### config.mk
export PLATFORM = sky130hd
export DESIGN_NAME = dbgscan_top
export DESIGN_NICKNAME = d
export VERILOG_FILES = /design/src/rtl/dbgscan_pkg.sv /design/src/rtl/dbgscan_tap.sv /design/src/rtl/dbgscan_ir.sv /design/src/rtl/dbgscan_regbank.sv /design/src/rtl/dbgscan_top.sv
export SDC_FILE = /design/constraint.sdc
export NUM_CORES = 1
export LEC_CHECK = 0
export BUFFER_PORTS_ARGS = -buffer_cell sky130_fd_sc_hd__buf_4
export CAP_MARGIN = 10
export CELL_PAD_IN_SITES_DETAIL_PLACEMENT = 1
export CELL_PAD_IN_SITES_GLOBAL_PLACEMENT = 2
export CORE_ASPECT_RATIO = 1.75
export CORE_UTILIZATION = 42
export DETAILED_ROUTE_END_ITERATION = 8
export PLACE_DENSITY_LB_ADDON = 0.25
export SYNTH_ARGS = -nofsm -noshare
export SYNTH_HDL_FRONTEND = slang
export SYNTH_HIERARCHICAL = 1
export SYNTH_SLANG_ARGS = --single-unit
### constraint.sdc
create_clock -name tck -period 3 [get_ports tck]
set_input_delay 0.45 -clock tck [delete_from_list [all_inputs] [get_ports tck]]
set_output_delay 0.45 -clock tck [all_outputs]
set_load 0.02 [all_outputs]
### src/rtl/dbgscan_pkg.sv
package dbgscan_pkg;

    localparam int IR_W = 4;

    localparam logic [IR_W-1:0] IR_SCAN_SEL = 4'h2;
    localparam logic [IR_W-1:0] IR_RESTART  = 4'h4;
    localparam logic [IR_W-1:0] IR_INTEST   = 4'hC;
    localparam logic [IR_W-1:0] IR_BYPASS   = 4'hF;

    // control register bit positions
    localparam int CTL_ACK = 0;
    localparam int CTL_REQ = 1;
    localparam int CTL_IRQ = 2;
    localparam int CTL_W   = 3;

    // status register bit positions
    localparam int ST_ACK    = 0;
    localparam int ST_SYS    = 3;
    localparam int ST_NARROW = 4;

    typedef enum logic [3:0] {
        TLR, RTI,
        SEL_DR, CAP_DR, SH_DR, EX1_DR, PAU_DR, EX2_DR, UPD_DR,
        SEL_IR, CAP_IR, SH_IR, EX1_IR, PAU_IR, EX2_IR, UPD_IR
    } tap_state_e;

    function automatic tap_state_e tap_next(input tap_state_e s, input logic m);
        tap_state_e n;
        case (s)
            TLR:     n = m ? TLR    : RTI;
            RTI:     n = m ? SEL_DR : RTI;
            SEL_DR:  n = m ? SEL_IR : CAP_DR;
            CAP_DR:  n = m ? EX1_DR : SH_DR;
            SH_DR:   n = m ? EX1_DR : SH_DR;
            EX1_DR:  n = m ? UPD_DR : PAU_DR;
            PAU_DR:  n = m ? EX2_DR : PAU_DR;
            EX2_DR:  n = m ? UPD_DR : SH_DR;
            UPD_DR:  n = m ? SEL_DR : RTI;
            SEL_IR:  n = m ? TLR    : CAP_IR;
            CAP_IR:  n = m ? EX1_IR : SH_IR;
            SH_IR:   n = m ? EX1_IR : SH_IR;
            EX1_IR:  n = m ? UPD_IR : PAU_IR;
            PAU_IR:  n = m ? EX2_IR : PAU_IR;
            EX2_IR:  n = m ? UPD_IR : SH_IR;
            UPD_IR:  n = m ? SEL_DR : RTI;
            default: n = TLR;
        endcase
        return n;
    endfunction

endpackage

### src/rtl/dbgscan_tap.sv
module dbgscan_tap
    import dbgscan_pkg::*;
(
    input  logic       tck,
    input  logic       trst_n,
    input  logic       tms,
    output tap_state_e state_o
);

    tap_state_e st_d, st_q;

    always_comb begin
        st_d = tap_next(st_q, tms);
    end

    always_ff @(posedge tck or negedge trst_n) begin
        if (!trst_n) st_q <= TLR;
        else         st_q <= st_d;
    end

    assign state_o = st_q;

endmodule

### src/rtl/dbgscan_ir.sv
module dbgscan_ir
    import dbgscan_pkg::*;
#(
    parameter int SEL_W = 4
) (
    input  logic             tck,
    input  logic             trst_n,
    input  tap_state_e       state,
    input  logic             tdi,
    input  logic             byp_path,
    output logic [IR_W-1:0]  ir_o,
    output logic [SEL_W-1:0] sel_o,
    output logic             ir_tdo,
    output logic             sel_tdo,
    output logic             byp_tdo
);

    typedef struct packed {
        logic [IR_W-1:0]  ir_sr;
        logic [IR_W-1:0]  ir;
        logic [SEL_W-1:0] sel_sr;
        logic [SEL_W-1:0] sel;
        logic             byp;
    } ir_regs_t;

    ir_regs_t r_d, r_q;
    logic     sel_path;

    assign sel_path = (r_q.ir == IR_SCAN_SEL);

    always_comb begin
        r_d = r_q;
        case (state)
            TLR: begin
                r_d.ir  = IR_BYPASS;
                r_d.sel = '0;
            end
            CAP_IR: r_d.ir_sr = IR_W'(1);
            SH_IR:  r_d.ir_sr = {tdi, r_q.ir_sr[IR_W-1:1]};
            UPD_IR: r_d.ir    = r_q.ir_sr;
            CAP_DR: begin
                if (sel_path) r_d.sel_sr = r_q.sel;
                if (byp_path) r_d.byp    = 1'b0;
            end
            SH_DR: begin
                if (sel_path) r_d.sel_sr = {tdi, r_q.sel_sr[SEL_W-1:1]};
                if (byp_path) r_d.byp    = tdi;
            end
            UPD_DR: begin
                if (sel_path) r_d.sel = r_q.sel_sr;
            end
            default: ;
        endcase
    end

    always_ff @(posedge tck or negedge trst_n) begin
        if (!trst_n) begin
            r_q        <= '0;
            r_q.ir     <= IR_BYPASS;
            r_q.ir_sr  <= IR_W'(1);
        end else begin
            r_q <= r_d;
        end
    end

    assign ir_o    = r_q.ir;
    assign sel_o   = r_q.sel;
    assign ir_tdo  = r_q.ir_sr[0];
    assign sel_tdo = r_q.sel_sr[0];
    assign byp_tdo = r_q.byp;

endmodule

### src/rtl/dbgscan_regbank.sv
module dbgscan_regbank
    import dbgscan_pkg::*;
#(
    parameter int DATA_W = 32,
    parameter int ADDR_W = 5
) (
    input  logic             tck,
    input  logic             trst_n,
    input  tap_state_e       state,
    input  logic             chain_en,
    input  logic             tdi,
    input  logic             core_ack,
    input  logic             core_sys,
    input  logic             core_narrow,
    output logic [CTL_W-1:0] ctrl_o,
    output logic             tdo_o
);

    localparam int CH_W    = DATA_W + ADDR_W + 1;
    localparam int ADDR_LO = DATA_W;
    localparam int ADDR_HI = DATA_W + ADDR_W - 1;
    localparam int DIR_BIT = CH_W - 1;
    localparam logic [ADDR_W-1:0] A_CTRL = ADDR_W'(0);
    localparam logic [ADDR_W-1:0] A_STAT = ADDR_W'(1);

    typedef struct packed {
        logic [CH_W-1:0]   sr;
        logic [ADDR_W-1:0] rd_addr;
        logic [CTL_W-1:0]  ctrl;
    } bank_regs_t;

    bank_regs_t b_d, b_q;
    logic [DATA_W-1:0] stat_word;
    logic [DATA_W-1:0] rd_word;
    logic [ADDR_W-1:0] scan_addr;

    assign scan_addr = b_q.sr[ADDR_HI:ADDR_LO];

    always_comb begin
        stat_word            = '0;
        stat_word[ST_ACK]    = core_ack;
        stat_word[ST_SYS]    = core_sys;
        stat_word[ST_NARROW] = core_narrow;
        case (b_q.rd_addr)
            A_CTRL:  rd_word = DATA_W'(b_q.ctrl);
            A_STAT:  rd_word = stat_word;
            default: rd_word = '0;
        endcase
    end

    always_comb begin
        b_d = b_q;
        case (state)
            TLR: begin
                b_d.ctrl    = '0;
                b_d.rd_addr = '0;
            end
            CAP_DR: begin
                if (chain_en) b_d.sr = {1'b0, b_q.rd_addr, rd_word};
            end
            SH_DR: begin
                if (chain_en) b_d.sr = {tdi, b_q.sr[CH_W-1:1]};
            end
            UPD_DR: begin
                if (chain_en) begin
                    if (b_q.sr[DIR_BIT]) begin
                        if (scan_addr == A_CTRL) b_d.ctrl = b_q.sr[CTL_W-1:0];
                    end else begin
                        b_d.rd_addr = scan_addr;
                    end
                end
            end
            default: ;
        endcase
    end

    always_ff @(posedge tck or negedge trst_n) begin
        if (!trst_n) b_q <= '0;
        else         b_q <= b_d;
    end

    assign ctrl_o = b_q.ctrl;
    assign tdo_o  = b_q.sr[0];

endmodule

### src/rtl/dbgscan_top.sv
module dbgscan_top
    import dbgscan_pkg::*;
#(
    parameter int DATA_W    = 32,
    parameter int ADDR_W    = 5,
    parameter int SEL_W     = 4,
    parameter int REG_CHAIN = 2
) (
    input  logic tck,
    input  logic trst_n,
    input  logic tms,
    input  logic tdi,
    output logic tdo,
    output logic tdo_en,
    input  logic core_ack_i,
    input  logic core_sys_done_i,
    input  logic core_narrow_i,
    output logic ack_force_o,
    output logic dbg_req_o,
    output logic irq_mask_o,
    output logic restart_o
);

    tap_state_e       tap_state;
    logic [IR_W-1:0]  ir_cur;
    logic [SEL_W-1:0] sel_cur;
    logic             ir_tdo, sel_tdo, byp_tdo, bank_tdo;
    logic             chain_en, byp_path;
    logic [CTL_W-1:0] ctrl;

    assign chain_en = (ir_cur == IR_INTEST) && (sel_cur == SEL_W'(REG_CHAIN));
    assign byp_path = (ir_cur != IR_SCAN_SEL) && !chain_en;

    dbgscan_tap tap_i (
        .tck     (tck),
        .trst_n  (trst_n),
        .tms     (tms),
        .state_o (tap_state)
    );

    dbgscan_ir #(.SEL_W(SEL_W)) ir_i (
        .tck      (tck),
        .trst_n   (trst_n),
        .state    (tap_state),
        .tdi      (tdi),
        .byp_path (byp_path),
        .ir_o     (ir_cur),
        .sel_o    (sel_cur),
        .ir_tdo   (ir_tdo),
        .sel_tdo  (sel_tdo),
        .byp_tdo  (byp_tdo)
    );

    dbgscan_regbank #(.DATA_W(DATA_W), .ADDR_W(ADDR_W)) bank_i (
        .tck         (tck),
        .trst_n      (trst_n),
        .state       (tap_state),
        .chain_en    (chain_en),
        .tdi         (tdi),
        .core_ack    (core_ack_i),
        .core_sys    (core_sys_done_i),
        .core_narrow (core_narrow_i),
        .ctrl_o      (ctrl),
        .tdo_o       (bank_tdo)
    );

    always_comb begin
        if (tap_state == SH_IR)      tdo = ir_tdo;
        else if (chain_en)           tdo = bank_tdo;
        else if (!byp_path)          tdo = sel_tdo;
        else                         tdo = byp_tdo;
    end

    assign tdo_en      = (tap_state == SH_IR) || (tap_state == SH_DR);
    assign ack_force_o = ctrl[CTL_ACK];
    assign dbg_req_o   = ctrl[CTL_REQ];
    assign irq_mask_o  = ctrl[CTL_IRQ];
    assign restart_o   = (tap_state == RTI) && (ir_cur == IR_RESTART);

endmodule

; ---- Word level (Yosys, flattened, before mapping)
; Cells that the tools add are included.
; W data, S select, Z words.
[word_totals]
reg_bits = 67
in_bits = 7
out_inout_bits = 6
wordCells = 97
[op_classes]
eq_ne = 32
n_mux = 35
n_reduce_logical = 21
[op_table]
columns = op, n
row1 = $mux W38, 2
row2 = $pmux W38 S2, 1
row3 = $pmux W4 S12, 1
row4 = $eq A4 B4 Y1 const B, 9
row5 = $pmux W4 S2, 4
row6 = $mux W4, 7
row7 = $eq A4 B3 Y1 const B, 5
row8 = $eq A4 B2 Y1 const B, 4
row9 = $ne A2 B2 Y1 const B, 8
row10 = $pmux W8 S2, 1
row11 = $mux W3, 4
row12 = $reduce_and A3 Y1, 4
row13 = $logic_not A5 Y1, 2
row14 = $pmux W5 S2, 1
row15 = $mux W1, 8
row16 = $mux W8, 1
row17 = $reduce_bool A2 Y1, 4
row18 = $mux W2, 3
row19 = $ne A2 B1 Y1 const B, 3
row20 = $eq A5 B1 Y1 const B, 1
row21 = $mux W5, 1
row22 = $eq A4 B1 Y1 const B, 1
row23 = $logic_not A4 Y1, 1
row24 = $ne A4 B2 Y1 const B, 1
row25 = other kinds (8), 11

; ---- Longest topological paths before layout
[logic_depth]
word_depth = 7
depth_mapped = 10

; ---- Modules after synthesis
; Netlist, hierarchy kept.
[by_module_without_submodules]
columns = mod, instances, cells_each, area_each_um2, seq_area_each_um2
row1 = dbgscan_regbank, 1, 157, 2065.7, 1151.1
row2 = dbgscan_ir, 1, 90, 907.1, 431.7
row3 = dbgscan_tap, 1, 37, 314.1, 100.1
row4 = dbgscan_top, 1, 20, 145.1, 0.0

; ---- Worst setup path before layout
; No wires, ideal clock.
[synth_path]
path_type = reg-to-reg
from = register ir_i.r_q, in the netlist ir_i/sel_o[0]
to = register bank_i.b_q, in the netlist bank_i/ctrl_o[0]
setup_ps = 104
arrival_ps = 2369
required_time_ps = 2896
setup_slack_ps = 528
path_stages_with_launch = 8
cell_sequence = dfrtp_1 buf_4 nor4b_2 nand2_1 nor3_1 or4b_1 or2_1 o311ai_1
[synth_between]
elab_chain_cells = 4
[synth_lines]
columns = item, line_no
row1 = from (decl), dbgscan_ir.sv:26  ; ir_regs_t r_d, r_q;
row2 = from (signal assigned), dbgscan_ir.sv:62  ; r_q <= r_d;
row3 = $eq A4 B2 Y1, dbgscan_top.sv:31  ; assign chain_en = (ir_cur == IR_INTEST) && (sel_cur == SEL_W'(REG_CHAIN));
row4 = $logic_and A1 B1 Y1, dbgscan_top.sv:31
row5 = net chain_en, dbgscan_top.sv:28  ; logic chain_en, byp_path;
row6 = $ne A2 B2 Y1 (no source line), -
row7 = $reduce_and A4 Y1 (no source line), -
row8 = to (signal assigned), dbgscan_regbank.sv:78  ; if (!trst_n) b_q <= '0;
row9 = to (signal assigned), dbgscan_regbank.sv:79  ; else b_q <= b_d;
row10 = to (decl), dbgscan_regbank.sv:32  ; bank_regs_t b_d, b_q;
; The timed path passes the listed nets, and every way through them passes these cells.
; A chain may end at the register's enable or synchronous reset.

; ---- Final worst setup path
[layout_path]
from = register tap_i.st_q[0], in the netlist tap_i/state_o[0]
to = output tdo
[layout_between]
elab_chain_cells = 2
[layout_lines]
columns = item, line_no
row1 = from (decl), dbgscan_tap.sv:10  ; tap_state_e st_d, st_q;
row2 = from (signal assigned), dbgscan_tap.sv:18  ; else st_q <= st_d;
row3 = $eq A4 B4 Y1, dbgscan_top.sv:68  ; if (tap_state == SH_IR) tdo = ir_tdo;
row4 = $mux W1, dbgscan_top.sv:68
row5 = to (decl), dbgscan_top.sv:13  ; output logic tdo,
; Every way passes these cells.

==> results_tabular.tex <==
\begin{tabular}{lr}
\hline
Metric & Value \\
\hline
\multicolumn{2}{l}{\textbf{STA}} \\
\quad Worst-case hold slack & roughly 0.23 ns \\
\quad Peak Freq & 409 MHz \\
\quad Setup total negative slack & 0 ns \\
\quad Post-route fraction of the period consumed by the critical path & 0.814 \\
\quad Total count of max-transition violations in the final report & 0 \\
\quad Unrepaired setup endpoints after global routing & false \\
\quad Normalized max-slew margin & 0.401 \\
\quad Final Setup Violations & 0 \\
\quad Final Hold Viols & 0 \\
\quad Slew of the pin with the lowest slew margin & 0.898 ns \\
\quad Max Clock Skew & between 0.005 and 0.006 ns \\
\quad Time the worst path needs with I/O delays and setup & 2.44 ns \\
\multicolumn{2}{l}{\textbf{GRT}} \\
\quad Antenna violations before repair & 0 \\
\quad First-pass GRT wire length & 13200 um \\
\quad Number of global-route vias before repair & between 2000 and 3000 \\
\quad Pin count of the biggest net entering global routing & 68 \\
\quad Overall fraction of global-route tracks in use & 0.199 \\
\quad Overflow after GRT & 0 \\
\multicolumn{2}{l}{\textbf{Floorplan}} \\
\quad Overall die area & 0.00855 mm2 \\
\quad FP Rows & 43 \\
\quad Floorplan Core Area & 0.00791 mm2 \\
\quad Die Span X & around 70 um \\
\quad Effective utilization at floorplan & 0.434 \\
\quad Io pins & 13 \\
\quad Die boundary height & 122 um \\
\multicolumn{2}{l}{\textbf{Min path}} \\
\quad Kind of path behind the tightest hold check & input pin to asynchronous set/reset pin \\
\multicolumn{2}{l}{\textbf{Synth}} \\
\quad Main combinational cell family by area after synthesis & compound AO/OA/AOI/OAI gates \\
\quad Most used flip-flop cell after synthesis & sky130\_fd\_sc\_hd\_\_dfrtp\_1 \\
\quad Cell area after technology mapping & 0.00343 mm2 \\
\quad Mean instance size in the synthesized netlist & 11.3 um2 \\
\quad Complex-gate fraction of the synthesized area & 0.211 \\
\quad Basic-gate share of the synthesized area counting and, or, nand and nor cells & 0.175 \\
\quad Synth warnings & 6 \\
\quad Share of cell area taken by muxes after synthesis & 0.0649 \\
\quad EDFF count, synth & 0 \\
\quad Syn\_nets & 311 \\
\quad Synthesized flop and latch total & 67 \\
\quad Count of different cell masters after synthesis & 62 \\
\quad Cell count after synthesis & 304 \\
\quad Xor-xnor portion of the synthesized cell area & 0 \\
\quad Post-synthesis async set-or-reset flop share & 1.00 \\
\quad Sequential element share of the synthesized area & 0.490 \\
\quad Adder-cell area share of the yosys netlist & 0 \\
\multicolumn{2}{l}{\textbf{Critical path}} \\
\quad Cell chain of the critical path & buf\_4 > nor2b\_1 > and3\_1 > nand2\_1 > o31ai\_1 > buf\_4 \\
\quad Largest fanout of any net on the critical path & 17 \\
\quad Data required time at the worst endpoint & 2.55 ns \\
\quad Endpoint arrival time on the critical path & 1.99 ns \\
\quad Critical Setup Path Class & register to primary output \\
\quad Master of the slowest instance on the critical path & sky130\_fd\_sc\_hd\_\_dfrtp\_1 \\
\quad CP endpoint kind & primary output \\
\quad Critical register-to-register path startpoint & ir\_i/sel\_o[0] \\
\quad First element of the critical path & tap\_i/state\_o[0] \\
\quad Max incr delay on CP & 0.58 ns \\
\quad Sort of element at the start of the critical path & register \\
\quad Most used cell along the critical path & sky130\_fd\_sc\_hd\_\_buf\_4 \\
\multicolumn{2}{l}{\textbf{Drt}} \\
\quad Number of detailed-route iterations in the first pass & 4 \\
\quad Total via count after detailed routing & roughly 2500 \\
\quad Routed Antenna Nets & 0 \\
\quad Wire length reported by the detailed router & 7730 um \\
\quad Via density per instance & 6.13 \\
\quad \# DRC & 0 \\
\quad Average wire per standard cell & 19.2 um \\
\quad Initial detailed-routing violation count & roughly 120 \\
\multicolumn{2}{l}{\textbf{CTS}} \\
\quad Root buffer selected by CTS & sky130\_fd\_sc\_hd\_\_clkbuf\_16 \\
\quad Buffers from clock root to sink, at most & 2 \\
\quad TritonCTS clock tree & yes \\
\quad H-tree depth & 3 \\
\quad Clock sink count & 67 \\
\quad Worst-skew pair later-pin latency & 0.33 ns \\
\quad \# resized after CTS & 0 \\
\quad Clock input transition at the sequential cells of the worst setup and hold paths & 0.06 ns \\
\quad Cts hold-fix bufs & 0 \\
\quad Total clock buffers created by CTS & 9 \\
\quad Post-CTS setup buffer count & 0 \\
\multicolumn{2}{l}{\textbf{Run status}} \\
\quad Run status & complete, no violations \\
\multicolumn{2}{l}{\textbf{Final layout}} \\
\quad Fraction of final layout cells with drive strength greater than 1 & 0.221 \\
\quad Final std cells w/o fill & between 400 and 500 \\
\quad NumNets Final & 314 \\
\quad Cell area after layout & about 0.0038 mm2 \\
\quad Antenna cell count & 0 \\
\quad Area growth from synthesis to layout & 11.2\% \\
\multicolumn{2}{l}{\textbf{Power and ir drop}} \\
\quad Leakage power & 1.66 nW \\
\quad Power per standard cell area & 804 mW/mm2 \\
\quad Worst IR drop on VDD & 0.415 mV \\
\multicolumn{2}{l}{\textbf{Place}} \\
\quad IO buf count & 12 \\
\quad Cell count after placement & 386 \\
\quad Final Wtd Congestion & 0.761 \\
\quad Final HPWL DP & 5020 um \\
\quad Placed Area & 0.00351 mm2 \\
\multicolumn{2}{l}{\textbf{Flow run}} \\
\quad Max Cap Violations & 0 \\
\hline
\end{tabular}
[cell usage after synthesis, drive strengths merged, types with 2 or more instances]
cell type	number	area share
nand4	4	0.0073
and2b	2	0.0051
dfrtp	62	0.45
mux2	18	0.059
nor3b	2	0.0044
a22o	34	0.087
a22oi	4	0.0087
nor2	8	0.011
nand2	22	0.024
or3b	2	0.0051
o31a	2	0.0051
mux2i	2	0.0058
o211ai	3	0.0066
or4b	3	0.0087
nand3b	8	0.017
nand2b	4	0.0073
inv	4	0.0044
or3	2	0.0036
o21ai	13	0.019
a21oi	8	0.015
nor2b	2	0.0036
clkbuf	7	0.011
dfstp	5	0.038
o32a	4	0.012
or2	2	0.0036
o2bb2ai	5	0.013
o21a	6	0.013
and3	2	0.0036
buf	21	0.044
nand3	8	0.012
nor3	8	0.012
nor4b	7	0.028
o311ai	3	0.0077
[final timing paths]
path                                    end  slack [ns]  cells after the start
max reg2reg                bank_i/ctrl_o[1]        0.63                      7
min in group tck           tap_i/state_o[0]        0.35                      2
min reg2reg                  bank_i/b_q[13]        0.49                      1
min                          bank_i/b_q[11]        0.23                      1
max                                     tdo        0.56                      6
max in group asynchronous      ir_i/r_q[14]        2.21                      1
[registers in the layout, indices dropped and copies added, names as in the netlist]
signal	count
tap_i/state_o	4
ir_i/byp_tdo	1
ir_i/sel_tdo	1
bank_i/ctrl_o	3
ir_i/sel_o	4
bank_i/tdo_o	1
ir_i/ir_o	4
bank_i/b_q	42
ir_i/r_q	6
ir_i/ir_tdo	1
[cells by family (layout without fill, tap and decap cells)]
family                 Yosys count  count (layout)
AND/OR/NAND/NOR                 93              93
flip-flops                      67              67
AO/OA/AOI/OAI                   92              92
multiplexers                    20              20
buffers and inverters           32              40
[critical path, delay by kind of cell (launching register included)]
family,cells,cell delay (ns)
AOI/OAI and AO/OA,1,0.08
and+or+nand+nor,3,0.51
buffers and inverters,2,0.49
DFF,1,0.58
[layout make-up]
class,instances,area [um2]
flip-flops and latches,67,1680
well taps,90,113
repair buffers,20,150
clock buffers,9,225
multi-input cells,205,1550
inverters,4,15.0
fillers,837,4090
clock inverters,7,82.6
[placed cells by master (no fill, tap or decap), types with 4 or more instances in the layout]
master and n:
sky130_fd_sc_hd__nor2_1 7, sky130_fd_sc_hd__nor3_1 8, sky130_fd_sc_hd__a21oi_1 7, sky130_fd_sc_hd__nand4_1 4, sky130_fd_sc_hd__a22o_1 34, sky130_fd_sc_hd__nand3b_1 8, sky130_fd_sc_hd__inv_1 4, sky130_fd_sc_hd__a22oi_1 4
sky130_fd_sc_hd__o21a_1 6, sky130_fd_sc_hd__nand3_1 8, sky130_fd_sc_hd__o21ai_0 13, sky130_fd_sc_hd__dfstp_2 5, sky130_fd_sc_hd__mux2_1 4, sky130_fd_sc_hd__buf_4 20, sky130_fd_sc_hd__clkbuf_16 9, sky130_fd_sc_hd__nand2b_1 4
sky130_fd_sc_hd__dfrtp_1 62, sky130_fd_sc_hd__nand2_1 22, sky130_fd_sc_hd__o32a_1 4, sky130_fd_sc_hd__o2bb2ai_1 5, sky130_fd_sc_hd__mux2_2 14
[power by group]
| group | total, mW | switching (mW) | internal, mW |
|---|---|---|---|
| Clock | 1.08 | 0.427 | 0.656 |
| Combinational | 0.821 | 0.491 | 0.331 |
| Sequential | 1.16 | 0.153 | 1.01 |
| Total | 3.07 | 1.07 | 2.00 |
[routing by layer]
metal | vias to the layer above | share of wire | GRT usage
li1 | 1162 | - | -
met1 | 1262 | 0.42 | 0.238
met2 | 24 | 0.53 | 0.339
met3 | 15 | 0.017 | 0.0372
met4 | 0 | 0.028 | 0.0975
met5 | - | 0 | 0
[stage by stage]
step	util	worst slack [ns]	total power, mW
after floorplan	-	0.528	1.81
after global placement	0.443	0.759	1.99
after detailed placement	0.443	0.640	2.01
after CTS	0.482	0.533	3.12
after global routing	0.482	0.423	3.25
final	0.482	0.558	3.07
(Power assumes the default switching activity.)
